[src/rtl/updn_tmr_pkg.sv]
package updn_tmr_pkg;

    localparam int SEL_W  = 3;
    localparam int MODE_W = 3;
    localparam int N_PRE  = 5;

    typedef enum logic [SEL_W-1:0] {
        CS_STOP     = 3'd0,
        CS_P1       = 3'd1,
        CS_P8       = 3'd2,
        CS_P64      = 3'd3,
        CS_P256     = 3'd4,
        CS_P1024    = 3'd5,
        CS_EXT_FALL = 3'd6,
        CS_EXT_RISE = 3'd7
    } clk_sel_e;

    localparam logic [MODE_W-1:0] WM_WRAP  = 3'd0;
    localparam logic [MODE_W-1:0] WM_PHASE = 3'd1;
    localparam logic [MODE_W-1:0] WM_CLR   = 3'd2;

    typedef enum logic [1:0] {
        K_WRAP,
        K_PHASE,
        K_CLR
    } seq_kind_e;

    typedef enum logic [1:0] {
        ACT_HOLD,
        ACT_INC,
        ACT_DEC,
        ACT_CLR
    } cnt_act_e;

    typedef struct packed {
        cnt_act_e act;
        logic     dir_dn;
        logic     ovf_set;
    } seq_dec_t;

    function automatic seq_kind_e decode_mode(logic [MODE_W-1:0] m);
        case (m)
            WM_PHASE: return K_PHASE;
            WM_CLR:   return K_CLR;
            default:  return K_WRAP;
        endcase
    endfunction

endpackage

[src/rtl/updn_tmr_tick_sel.sv]
module updn_tmr_tick_sel
    import updn_tmr_pkg::*;
#(
    parameter int NPRE = N_PRE
) (
    input  logic             clk,
    input  logic             rst,
    input  logic [SEL_W-1:0] sel_i,
    input  logic [NPRE-1:0]  presc_i,
    input  logic             ext_i,
    output logic             tick_o
);
    localparam int NSRC = 1 << SEL_W;

    logic [1:0]      sync_q;
    logic            prev_q;
    logic            ext_rise;
    logic            ext_fall;
    logic [NSRC-1:0] src;

    always_ff @(posedge clk) begin
        if (rst) begin
            sync_q <= '0;
            prev_q <= 1'b0;
        end else begin
            sync_q <= {sync_q[0], ext_i};
            prev_q <= sync_q[1];
        end
    end

    assign ext_rise = sync_q[1] & ~prev_q;
    assign ext_fall = ~sync_q[1] & prev_q;

    assign src[CS_STOP]     = 1'b0;
    assign src[CS_EXT_FALL] = ext_fall;
    assign src[CS_EXT_RISE] = ext_rise;

    for (genvar g = 1; g <= 5; g++) begin : g_pre
        if (g <= NPRE) begin : g_on
            assign src[g] = presc_i[g-1];
        end else begin : g_off
            assign src[g] = 1'b0;
        end
    end

    assign tick_o = src[sel_i];

endmodule

[src/rtl/updn_tmr_seq.sv]
module updn_tmr_seq
    import updn_tmr_pkg::*;
#(
    parameter int CNT_W = 8
) (
    input  logic              clk,
    input  logic              rst,
    input  logic              tick_i,
    input  logic [MODE_W-1:0] mode_i,
    input  logic              match_a_i,
    input  logic              host_wr_i,
    input  logic [CNT_W-1:0]  host_wdata_i,
    output logic [CNT_W-1:0]  count_o,
    output logic              dir_dn_o,
    output logic              top_o,
    output logic              bottom_o,
    output logic              ovf_evt_o
);
    localparam logic [CNT_W-1:0] MAXV = '1;
    localparam logic [CNT_W-1:0] ONE  = CNT_W'(1);

    logic [CNT_W-1:0] cnt_q;
    logic             dir_q;
    logic             at_max;
    logic             at_zero;
    seq_kind_e        kind;
    seq_dec_t         dec;

    assign kind    = decode_mode(mode_i);
    assign at_max  = (cnt_q == MAXV);
    assign at_zero = (cnt_q == '0);

    always_comb begin
        dec.act     = ACT_HOLD;
        dec.dir_dn  = (kind == K_PHASE) ? dir_q : 1'b0;
        dec.ovf_set = 1'b0;
        if (tick_i && !host_wr_i) begin
            case (kind)
                K_CLR: begin
                    if (match_a_i) begin
                        dec.act = ACT_CLR;
                    end else begin
                        dec.act     = ACT_INC;
                        dec.ovf_set = at_max;
                    end
                end
                K_PHASE: begin
                    if (at_max)       dec.dir_dn = 1'b1;
                    else if (at_zero) dec.dir_dn = 1'b0;
                    dec.act     = dec.dir_dn ? ACT_DEC : ACT_INC;
                    dec.ovf_set = at_zero;
                end
                default: begin
                    dec.act     = ACT_INC;
                    dec.ovf_set = at_max;
                end
            endcase
        end
    end

    always_ff @(posedge clk) begin
        if (rst) begin
            cnt_q <= '0;
            dir_q <= 1'b0;
        end else begin
            dir_q <= dec.dir_dn;
            if (host_wr_i) begin
                cnt_q <= host_wdata_i;
            end else begin
                case (dec.act)
                    ACT_INC: cnt_q <= cnt_q + ONE;
                    ACT_DEC: cnt_q <= cnt_q - ONE;
                    ACT_CLR: cnt_q <= '0;
                    default: cnt_q <= cnt_q;
                endcase
            end
        end
    end

    assign count_o   = cnt_q;
    assign dir_dn_o  = dir_q;
    assign bottom_o  = at_zero;
    assign top_o     = (kind == K_CLR) ? match_a_i : at_max;
    assign ovf_evt_o = dec.ovf_set;

endmodule

[src/rtl/updn_tmr_flag.sv]
module updn_tmr_flag (
    input  logic clk,
    input  logic rst,
    input  logic set_i,
    input  logic clr_wr_i,
    input  logic ack_i,
    output logic flag_o
);
    logic flag_q;

    always_ff @(posedge clk) begin
        if (rst)                     flag_q <= 1'b0;
        else if (set_i)              flag_q <= 1'b1;
        else if (clr_wr_i || ack_i)  flag_q <= 1'b0;
    end

    assign flag_o = flag_q;

endmodule

[src/rtl/updn_tmr_core.sv]
module updn_tmr_core
    import updn_tmr_pkg::*;
#(
    parameter int CNT_W = 8,
    parameter int NPRE  = N_PRE
) (
    input  logic              clk,
    input  logic              rst,
    input  logic [SEL_W-1:0]  clk_sel_i,
    input  logic [NPRE-1:0]   presc_tick_i,
    input  logic              ext_pin_i,
    input  logic [MODE_W-1:0] wave_mode_i,
    input  logic              cmp_match_a_i,
    input  logic              host_wr_i,
    input  logic [CNT_W-1:0]  host_wdata_i,
    input  logic              flag_clr_i,
    input  logic              irq_ack_i,
    output logic [CNT_W-1:0]  count_o,
    output logic              top_o,
    output logic              bottom_o,
    output logic              dir_down_o,
    output logic              ovf_flag_o
);
    logic tick;
    logic ovf_evt;

    updn_tmr_tick_sel #(.NPRE(NPRE)) u_tick (
        .clk     (clk),
        .rst     (rst),
        .sel_i   (clk_sel_i),
        .presc_i (presc_tick_i),
        .ext_i   (ext_pin_i),
        .tick_o  (tick)
    );

    updn_tmr_seq #(.CNT_W(CNT_W)) u_seq (
        .clk          (clk),
        .rst          (rst),
        .tick_i       (tick),
        .mode_i       (wave_mode_i),
        .match_a_i    (cmp_match_a_i),
        .host_wr_i    (host_wr_i),
        .host_wdata_i (host_wdata_i),
        .count_o      (count_o),
        .dir_dn_o     (dir_down_o),
        .top_o        (top_o),
        .bottom_o     (bottom_o),
        .ovf_evt_o    (ovf_evt)
    );

    updn_tmr_flag u_flag (
        .clk      (clk),
        .rst      (rst),
        .set_i    (ovf_evt),
        .clr_wr_i (flag_clr_i),
        .ack_i    (irq_ack_i),
        .flag_o   (ovf_flag_o)
    );

endmodule

[config.mk]
export PLATFORM = sky130hd
export DESIGN_NAME = updn_tmr_core
export DESIGN_NICKNAME = d
export VERILOG_FILES = /design/src/rtl/updn_tmr_pkg.sv /design/src/rtl/updn_tmr_tick_sel.sv /design/src/rtl/updn_tmr_seq.sv /design/src/rtl/updn_tmr_flag.sv /design/src/rtl/updn_tmr_core.sv
export SDC_FILE = /design/constraint.sdc
export NUM_CORES = 1
export LEC_CHECK = 0
export ABC_AREA = 1
export BUFFER_PORTS_ARGS = -buffer_cell sky130_fd_sc_hd__buf_2
export CAP_MARGIN = 25
export CORE_ASPECT_RATIO = 0.75
export CORE_MARGIN = 1.5
export CORE_UTILIZATION = 48
export DETAILED_ROUTE_END_ITERATION = 7
export PLACE_DENSITY_LB_ADDON = 0.1
export SYNTH_ARGS = -nofsm -noshare
export SYNTH_HDL_FRONTEND = slang
export SYNTH_SLANG_ARGS = --single-unit
[constraint.sdc]
create_clock -name clk -period 3.6 [get_ports clk]
set_input_delay 0.36 -clock clk [delete_from_list [all_inputs] [get_ports clk]]
set_output_delay 0.36 -clock clk [all_outputs]
set_load 0.005 [all_outputs]
# == Word level (Yosys, flattened, before mapping) ==
# Index checks and enable logic that the tools add are counted.
# totals
regBits,13
latch_bits,0
mem_bits_rw,0
romBits,0
inputBits,26
output_inout_bits,12
wordCells,46
memories,0
# classes
add_sub_neg,2
n_mul,0
div_mod_pow,0
order_cmp,1
n_eq_ne,8
shift,0
mux,20
bitwise,4
reduce_logical,6
# op_table
cell,n
case mux 8 bit (3 select lines),1
2-to-1 mux 1 bit,11
adder 8 x 1 -> 8 bit (second input constant),1
equality test 8 bit (second input constant),1
zero test 8 bit,1
2-to-1 mux 8 bit,1
case mux 2 bit (2 select lines),2
subtractor 8 x 1 -> 8 bit (second input constant),1
equality test 2 bit (second input constant),3
equality test 2 x 1 -> 1 bit (second input constant),2
less-than comparator 3 x 4 -> 1 bit (second input constant),1
2-to-1 mux 2 bit,2
2-to-1 mux 4 bit,1
nonzero test 4 bit,1
binary-select mux 1 bit (select 3 bit),1
equality test 3 x 1 -> 1 bit (second input constant),1
equality test 3 x 2 -> 1 bit (second input constant),1
bitwise AND 1 bit,2
NOT 1 bit,2
case mux 1 bit (2 select lines),1
nonzero test 2 bit,1
logical AND 1 bit,1
zero test 1 bit,1
logical OR 1 bit,1

# == Longest topological paths before layout ==
# Gate-level depths: netlist of run 1.
# logic_depth
word_depth,14
depth_mapped,21
depth_no_buf,21

# == Cells and area by module ==
# A second synthesis of run 1 with hierarchy kept.
# hier_totals
cells_unflattened,185
hier_area_um2,1167.4
# by_module_without_submodules
module,instances,cells_each,area_per_inst_um2,seq_area_each_um2
updn_tmr_seq,1,145,934.6,180.2
updn_tmr_tick_sel,1,34,182.7,60.1
updn_tmr_flag,1,6,50.0,20.0

# == Worst setup path after synthesis of run 1 ==
# OpenSTA, ideal clock, no wires.
# synth_timing
path_type,in2reg
startpoint,in wave_mode_i[2]
endpoint,"reg u_seq.cnt_q[6], in the netlist u_seq.count_o[6]"
setup_time_ns,0.115
arrival_time_ns,2.573
required_ns,3.485
path_slack_ns,0.913
path_stages,20
path_buffers,0
cell_sequence,nor3_1 inv_1 ha_1 nand2_1 o21bai_2 nand2_1 nand2_1 nand2_2 nand3_1 inv_1 ha_1 a21oi_1 nand2_1 nand2_1 nand2_1 a21oi_1 xor2_1 nor2_1 nor2_1 nor2_1
# synth_via
elab_chain_cells,14
elab_cells_between_ends,19
cone_classes,eq/ne: 7; mux: 11; reduce/logical: 1
# synth_rtl
element,line_no,text
from (decl),updn_tmr_core.sv:12,"input logic [MODE_W-1:0] wave_mode_i,"
equality test 3 x 2 -> 1 bit or equality test 3 x 1 -> 1 bit (tied branches),updn_tmr_pkg.sv:42,case (m)
case mux 2 bit (2 select lines) (*),updn_tmr_pkg.sv:42,
equality test 2 x 1 -> 1 bit,"updn_tmr_seq.sv:35, updn_tmr_seq.sv:38",
2-to-1 mux 1 bit,updn_tmr_seq.sv:35,dec.dir_dn = (kind == K_PHASE) ? dir_q : 1'b0;
2-to-1 mux 1 bit,updn_tmr_seq.sv:49,else if (at_zero) dec.dir_dn = 1'b0;
2-to-1 mux 1 bit,updn_tmr_seq.sv:48,if (at_max) dec.dir_dn = 1'b1;
2-to-1 mux 1 bit,updn_tmr_seq.sv:38,case (kind)
2-to-1 mux 1 bit,updn_tmr_seq.sv:37,if (tick_i && !host_wr_i) begin
2-to-1 mux 2 bit,updn_tmr_seq.sv:50,dec.act = dec.dir_dn ? ACT_DEC : ACT_INC;
case mux 2 bit (2 select lines) (*),updn_tmr_seq.sv:38,
2-to-1 mux 4 bit (*),updn_tmr_seq.sv:37,
equality test 2 bit or equality test 2 x 1 -> 1 bit (tied branches),updn_tmr_seq.sv:70,case (dec.act)
case mux 8 bit (3 select lines),updn_tmr_seq.sv:70,
2-to-1 mux 8 bit,updn_tmr_seq.sv:67,if (host_wr_i) begin
to (signal assigned),updn_tmr_seq.sv:68,cnt_q <= host_wdata_i;
to (signal assigned),updn_tmr_seq.sv:71,ACT_INC: cnt_q <= cnt_q + ONE;
to (signal assigned),updn_tmr_seq.sv:72,ACT_DEC: cnt_q <= cnt_q - ONE;
to (decl),updn_tmr_seq.sv:22,logic [CNT_W-1:0] cnt_q;
# Mark *: on every way between the ends. The rest lies on a longest branch, timed or not. The select of a mux whose other input is x is not followed.
# A chain may end at the register's enable or synchronous reset.

# == Final worst setup path of run 1 ==
# layout_timing
startpoint,in wave_mode_i[1]
endpoint,"reg u_seq.cnt_q[7], in the netlist u_seq.count_o[7]"
# The elaborated chain is that of the path after synthesis.

==> results.md, run 1 <==
* Status: finished clean
* Core footprint at 2290 sq um
* Final core utilization at 60.6%
* Clock buffer depth at 2
* Vertical die dimension at 45.4 um
* DR iter-0 viols at 40
* Psw at 0.133 mW
* Grt ovf at 0
* Switching Share at 35.1%
* Final worst-path cycle share at 79.5%
* Sequential share of power at 44.4%
* Fin Hold WS at 0.276 ns
* Clock Skew at 0.00779 ns
* Crit start category: input pin
* Power Density at 274 nW/um^2
* First-pass GRT wire length at 4.35 mm
* Vias in the first global route at 1,059
* Critical path buffers and inverters at 3
* Max IR drop VDD at 0.156 mV
* N_diodes at 0
* CTS Hold Buffers Added at 0
* Antenna violations before repair at 0
* Min-delay worst type: in -> reg
* Clock Tree Root: clkbuf_4
* Count of cell types in the netlist at 24
* Post-DP HPWL at 2.22 mm
* Cell area after synthesis at 1150 sq um
* Setup TNS at 0 ns
* Total track usage at 21.4%
* EDFF count, synth at 0
* Clock power frac at 25.5%
* Worst reg-to-reg setup slack at 0.87 ns
* Row cnt at 15
* Comb pwr share at 30.1%
* Crit path DAT at 3.08 ns
* WP data required at 3.82 ns
* WS Path Type: in -> reg
* Die area at 2700 sq um
* Slowest stage delay, CP at 0.33 ns
* Synth Warn # at 0
* Residual DRC count at 0
* Yosys reg bits at 13
* Routed WL at 2.76 mm
* Cell-internal power at 0.246 mW
* Total power at 0.380 mW
* Post-Place Setup Slack at 0.463 ns
* Io pins at 38
* RD Place Congestion at 0.924
* Fmax at 349 MHz
* # H-tree levels at 1
* Worst-Margin Slew at 0.298 ns
* Register area share after synthesis at 22.7%
* Via count at 1,276
* Max cap viols at 0
* Mapped Cells at 188
* CP cell instances: buf_2 -> inv_1 -> nand2_1 -> nor2_1 -> ha_1 -> nand2_1 -> o21bai_2 -> nand2_1 -> nand2_1 -> nand2_2 -> nand3_1 -> inv_1 -> ha_1 -> a21oi_1 -> nand2_1 -> nand3_1 -> nand2_1 -> xor2_1 -> nand2_1 -> nand2_1 -> nand2_1 -> a21oi_1
* Worst setup EP type: register
* Most used DFF post-synth: dfxtp_1
* Post-CTS Setup Bufs at 0
* Final worst setup slack at 0.737 ns
* IO buf count at 37
* Crit-path leading delay family: simple AND/OR/NAND/NOR gates
* Max-slew violation count at 0
* CTS Sinks at 13
* Post-layout minimum cycle time at 2.86 ns
* Final hold vios at 0
* Die Width at 59.5 um
* Insertion delay to the later sink of the worst-skew pair at 0.29 ns
* Largest net degree at the start of global routing at 16
* Remaining antenna violation count at 0
* Synthesized area per cell at 6.11 sq um
* Worst slew margin at 80.1%
* CP dominant cell by count: nand2_1
* Cell leakage power at 0.813 nW
* Slowest CP cell: ha_1
* Syn Nets at 223
* CTS clk-pin slew, worst paths at 0.08 ns
* CP Max Fanout at 7
* Synth async-reset ratio at 0%
* # resized after CTS at 0
* RSZ-0062 raised after global routing: false
* CTS tree: yes
* Layout cells sized above 1 at 22.5%
* DR WL/cell at 10.6 um
* Initial core utilization at 50.2%
* Via density at 4.89
* Final Net Count at 263
* TritonCTS Buffers at 3
* Final setup viols at 0
* Drt pass-1 iters at 4
* Area grow syn2layout at 20.8%
placed cells by master, fill, tap and decap left out:
master / Yosys / final
o21ai_1: 7 / 7
nand2_1: 56 / 56
clkbuf_4: 0 / 3
a21oi_1: 9 / 9
nand2_4: 2 / 2
nor2_1: 35 / 35
o21bai_2: 1 / 1
nand4_1: 1 / 1
inv_2: 3 / 3
nand3_4: 1 / 1
nor3_1: 1 / 1
inv_1: 20 / 20
xor2_1: 3 / 3
dfxtp_1: 13 / 13
clkinv_1: 1 / 1
xnor2_1: 3 / 3
fa_1: 1 / 1
a21boi_0: 1 / 1
nand2_2: 3 / 3
o21ai_0: 2 / 2
clkbuf_1: 0 / 1
buf_2: 0 / 37
nand3_1: 14 / 14
nor2_8: 1 / 1
ha_1: 8 / 8
per-layer routing:
layer	GRT usage, %	vias to the layer above	part of all wire, %
met3	4.30	2	5.3
met4	6.36	0	0.51
li1	-	664	-
met2	37.6	36	48
met1	26.7	574	46
met5	0	-	0
cell usage after synthesis, types with 2 or more instances:
| cell type | number | share of area [%] |
|---|---|---|
| a21oi_1 | 9 | 3.9 |
| dfxtp_1 | 13 | 23 |
| ha_1 | 8 | 8.7 |
| inv_1 | 20 | 6.5 |
| inv_2 | 3 | 0.98 |
| nand2_1 | 56 | 18 |
| nand2_2 | 3 | 1.6 |
| nand2_4 | 2 | 2.0 |
| nand3_1 | 14 | 6.1 |
| nor2_1 | 35 | 11 |
| o21ai_0 | 2 | 0.87 |
| o21ai_1 | 7 | 3.0 |
| xnor2_1 | 3 | 2.3 |
| xor2_1 | 3 | 2.3 |
power groups by stage:
| stage | Combinational (mW) | Clock [mW] | Sequential [mW] |
|---|---|---|---|
| after CTS | 0.115 | 0.0992 | 0.168 |
| final | 0.114 | 0.0969 | 0.169 |
| after global routing | 0.130 | 0.110 | 0.170 |
| after detailed placement | 0.114 | 0 | 0.172 |
| after global placement | 0.112 | 0 | 0.171 |
| after floorplan | 0.0772 | 0 | 0.169 |
worst min-delay path, delay by kind of cell:
family	cells	cell delay, ns
buffers and inverters	2	0.13
AND/OR/NAND/NOR	1	0.03
path summary, 6_finish.rpt:
kind / from / end / depth (start not counted)
min reg2reg: u_tick.sync_q[0]$_SDFF_PP0_ / u_tick.sync_q[1]$_SDFF_PP0_ / 2
max reg2reg: u_seq.count_o[0]$_SDFFE_PP0P_ / u_seq.count_o[7]$_SDFFE_PP0P_ / 18
min: ext_pin_i / u_tick.sync_q[0]$_SDFF_PP0_ / 3
max: wave_mode_i[1] / u_seq.count_o[7]$_SDFFE_PP0P_ / 22
per-stage QoR:
step / instance area (sq um) / std cells
detailed placement: 1360 / 257
global placement: 1360 / 257
finish: 1390 / 261
floorplan: 1150 / 188
global route: 1390 / 261
CTS: 1390 / 261
kinds of logic (layout without fill, tap and decap cells):
group	count (synthesis)	count (layout)	synth area share [%]
simple gates	114	114	43.7
buf+inv	26	65	9.15
compound gates	20	20	9.48
flops	13	13	22.7
fa+ha+maj	9	9	10.5
xor+xnor	6	6	4.58
layout make-up:
class	instances	area (sq um)
clock buffer	4	26.3
fill	249	902
sequential	13	260
inverter	24	90.1
tap	34	42.5
multi-input combinational	149	783
timing repair buffer	37	185
sequential cells by signal (all words and copies together), names as in the netlist:
name / cells
u_tick.prev_q: 1
u_seq.count_o: 8
u_seq.dir_dn_o: 1
u_flag.flag_o: 1
u_tick.sync_q: 2
No activity file was read; power rests on OpenSTA's default activity.
==> inputs of run 2 (changes only) <==
==> constraint.sdc (replaced) <==
create_clock -name clk -period 2.9 [get_ports clk]
set_input_delay 0.29 -clock clk [delete_from_list [all_inputs] [get_ports clk]]
set_output_delay 0.29 -clock clk [all_outputs]
set_load 0.005 [all_outputs]
==> run 2 against run 1 <==
Sequential cell count unchanged. Setup slack got worse by 0.43 ns. First-iteration DRC count increased by 18%. Core utilization increased by 0.93 points. Via count decreased by 1.0%. Critical endpoint is now u_seq.count_o[6]$_SDFFE_PP0P_.
==> results.md, run 2 (synthesis gave the netlist of run 1 again) <==
* Max reg flops at 8
* Most frequent cells in the layout: nand2_1, buf_2, nor2_1, inv_1, nand3_1
* DR WL/cell at 10.7 um
* DP Area at 1380 sq um
* Hold Path Origin: ext_pin_i
* Final setup viols at 0
* Row cnt at 15
* First-pass GRT wire length at 4.33 mm
* CTS tree: yes
* Slowest stage delay, CP at 0.47 ns
* WS Path Type: reg -> reg
* Die area at 2700 sq um
* Routed WL at 2.82 mm
* Worst slew margin at 78.8%
* Crit start category: register
* Commonest non-fill, non-tap cell in the layout: nand2_1
* Clock Tree Root: clkbuf_4
* Drt pass-1 iters at 4
* Residual DRC count at 0
* Crit-path leading delay family: simple AND/OR/NAND/NOR gates
* Post-Place Setup Slack at -0.0427 ns
* WHS Path Cells at 3
* Clock buffer depth at 2
* CP Max Fanout at 7
* IO buf count at 37
* CTS Hold Buffers Added at 0
* # H-tree levels at 1
* WP data required at 3.09 ns
* Via count at 1,263
* Antenna violations before repair at 0
* Grt ovf at 0
* Largest net degree at the start of global routing at 16
* Worst-Margin Slew at 0.318 ns
* Final worst setup slack at 0.310 ns
* Final core utilization at 61.5%
* RD Place Congestion at 0.947
* Final Net Count at 265
* DR iter-0 viols at 47
* Power Density at 340 nW/um^2
* Die Width at 59.5 um
* R2R depth at 18
* CP dominant cell by count: nand2_1
* Via density at 4.80
* TritonCTS Buffers at 3
* Total power at 0.479 mW
* Min-delay worst type: in -> reg
* Cell leakage power at 0.823 nW
* Vertical die dimension at 45.4 um
* Worst r2r src: u_seq.count_o[1]$_SDFFE_PP0P_
* Slowest CP cell: dfxtp_1
* Max-slew violation count at 0
* CTS clk-pin slew, worst paths at 0.09 ns
* CP cell instances: nand2_1 -> nor2_1 -> nand2_1 -> nand2_1 -> nand2_1 -> nand2_2 -> nand3_1 -> inv_2 -> ha_1 -> a21oi_1 -> nand2_1 -> nand2_1 -> nand2_1 -> a21oi_1 -> xor2_1 -> nor2_1 -> nor2_1 -> nor2_1
* Post-DP HPWL at 2.17 mm
* Total track usage at 21.4%
* Fmax at 386 MHz
* Insertion delay to the later sink of the worst-skew pair at 0.29 ns
* Max cap viols at 0
* Vias in the first global route at 1,064
* Io pins at 38
* Final hold vios at 0
* Layout cells sized above 1 at 24.5%
* Cell area after layout at 1410 sq um
* Post-layout minimum cycle time at 2.59 ns
* Critical path buffers and inverters at 1
* Status: finished clean
* RSZ-0062 raised after global routing: false
* Clock Skew at 0.00151 ns
* Initial core utilization at 50.2%
* Critical Path Stages at 18
* Fillers at 231
* Max IR drop VDD at 0.198 mV
* Area grow syn2layout at 22.7%
* Post-CTS Setup Bufs at 0
* Worst setup EP type: register
* Final worst-path cycle share at 89.3%
* Remaining antenna violation count at 0
* Core footprint at 2290 sq um
* N_diodes at 0
* CP startpoint: u_seq.count_o[1]$_SDFFE_PP0P_
* CTS Sinks at 13
* Crit path DAT at 2.78 ns
* Setup TNS at 0 ns
run 2: report_power, final:
part           switching (mW)  internal (mW)
clock network          0.0718         0.0535
logic                  0.0827         0.0622
registers              0.0167          0.192
run 2: metal layers:
layer	part of all wire (%)	GRT usage, %	vias to the layer above
met3	5.6	4.30	4
met5	0	0	-
met2	47	37.4	41
met4	0.89	7.73	0
li1	-	-	670
met1	46	26.3	548
run 2: tightest hold or removal path, delay by kind of cell:
family | cells | cell delay, ns
and+or+nand+nor | 1 | 0.03
buffers and inverters | 2 | 0.13
run 2: repair_timing:
action,CTS,global route
gates resized for setup,0,3
endpoints found under the setup margin,0,2
hold endpoints to repair,0,0
run 2: cell type report:
type	instances	area, sq um	share of cell area [%]
Sequential cell	13	262	18.6
Multi-Input combinational cell	149	788	56.0
Timing Repair Buffer	39	200	14.2
Inverter	24	90.1	6.39
Clock buffer	4	26.3	1.87
Tap cell	34	42.5	3.02
run 2: final timing paths:
path                            slack [ns]                            end
worst max-delay path                  0.31  u_seq.count_o[6]$_SDFFE_PP0P_
worst min-delay path                  0.19    u_tick.sync_q[0]$_SDFF_PP0_
worst min register to register        0.41    u_tick.sync_q[1]$_SDFF_PP0_
worst max register to register        0.31  u_seq.count_o[6]$_SDFFE_PP0P_
run 2: through the flow:
| step | instances | hold WS [ns] |
|---|---|---|
| 2_1_floorplan | 188 | 0.359 |
| 3_3_place_gp | 259 | 0.394 |
| 3_5_place_dp | 259 | 0.400 |
| 4_1_cts | 263 | 0.189 |
| 5_1_grt | 263 | 0.210 |
| 6_report | 263 | 0.194 |
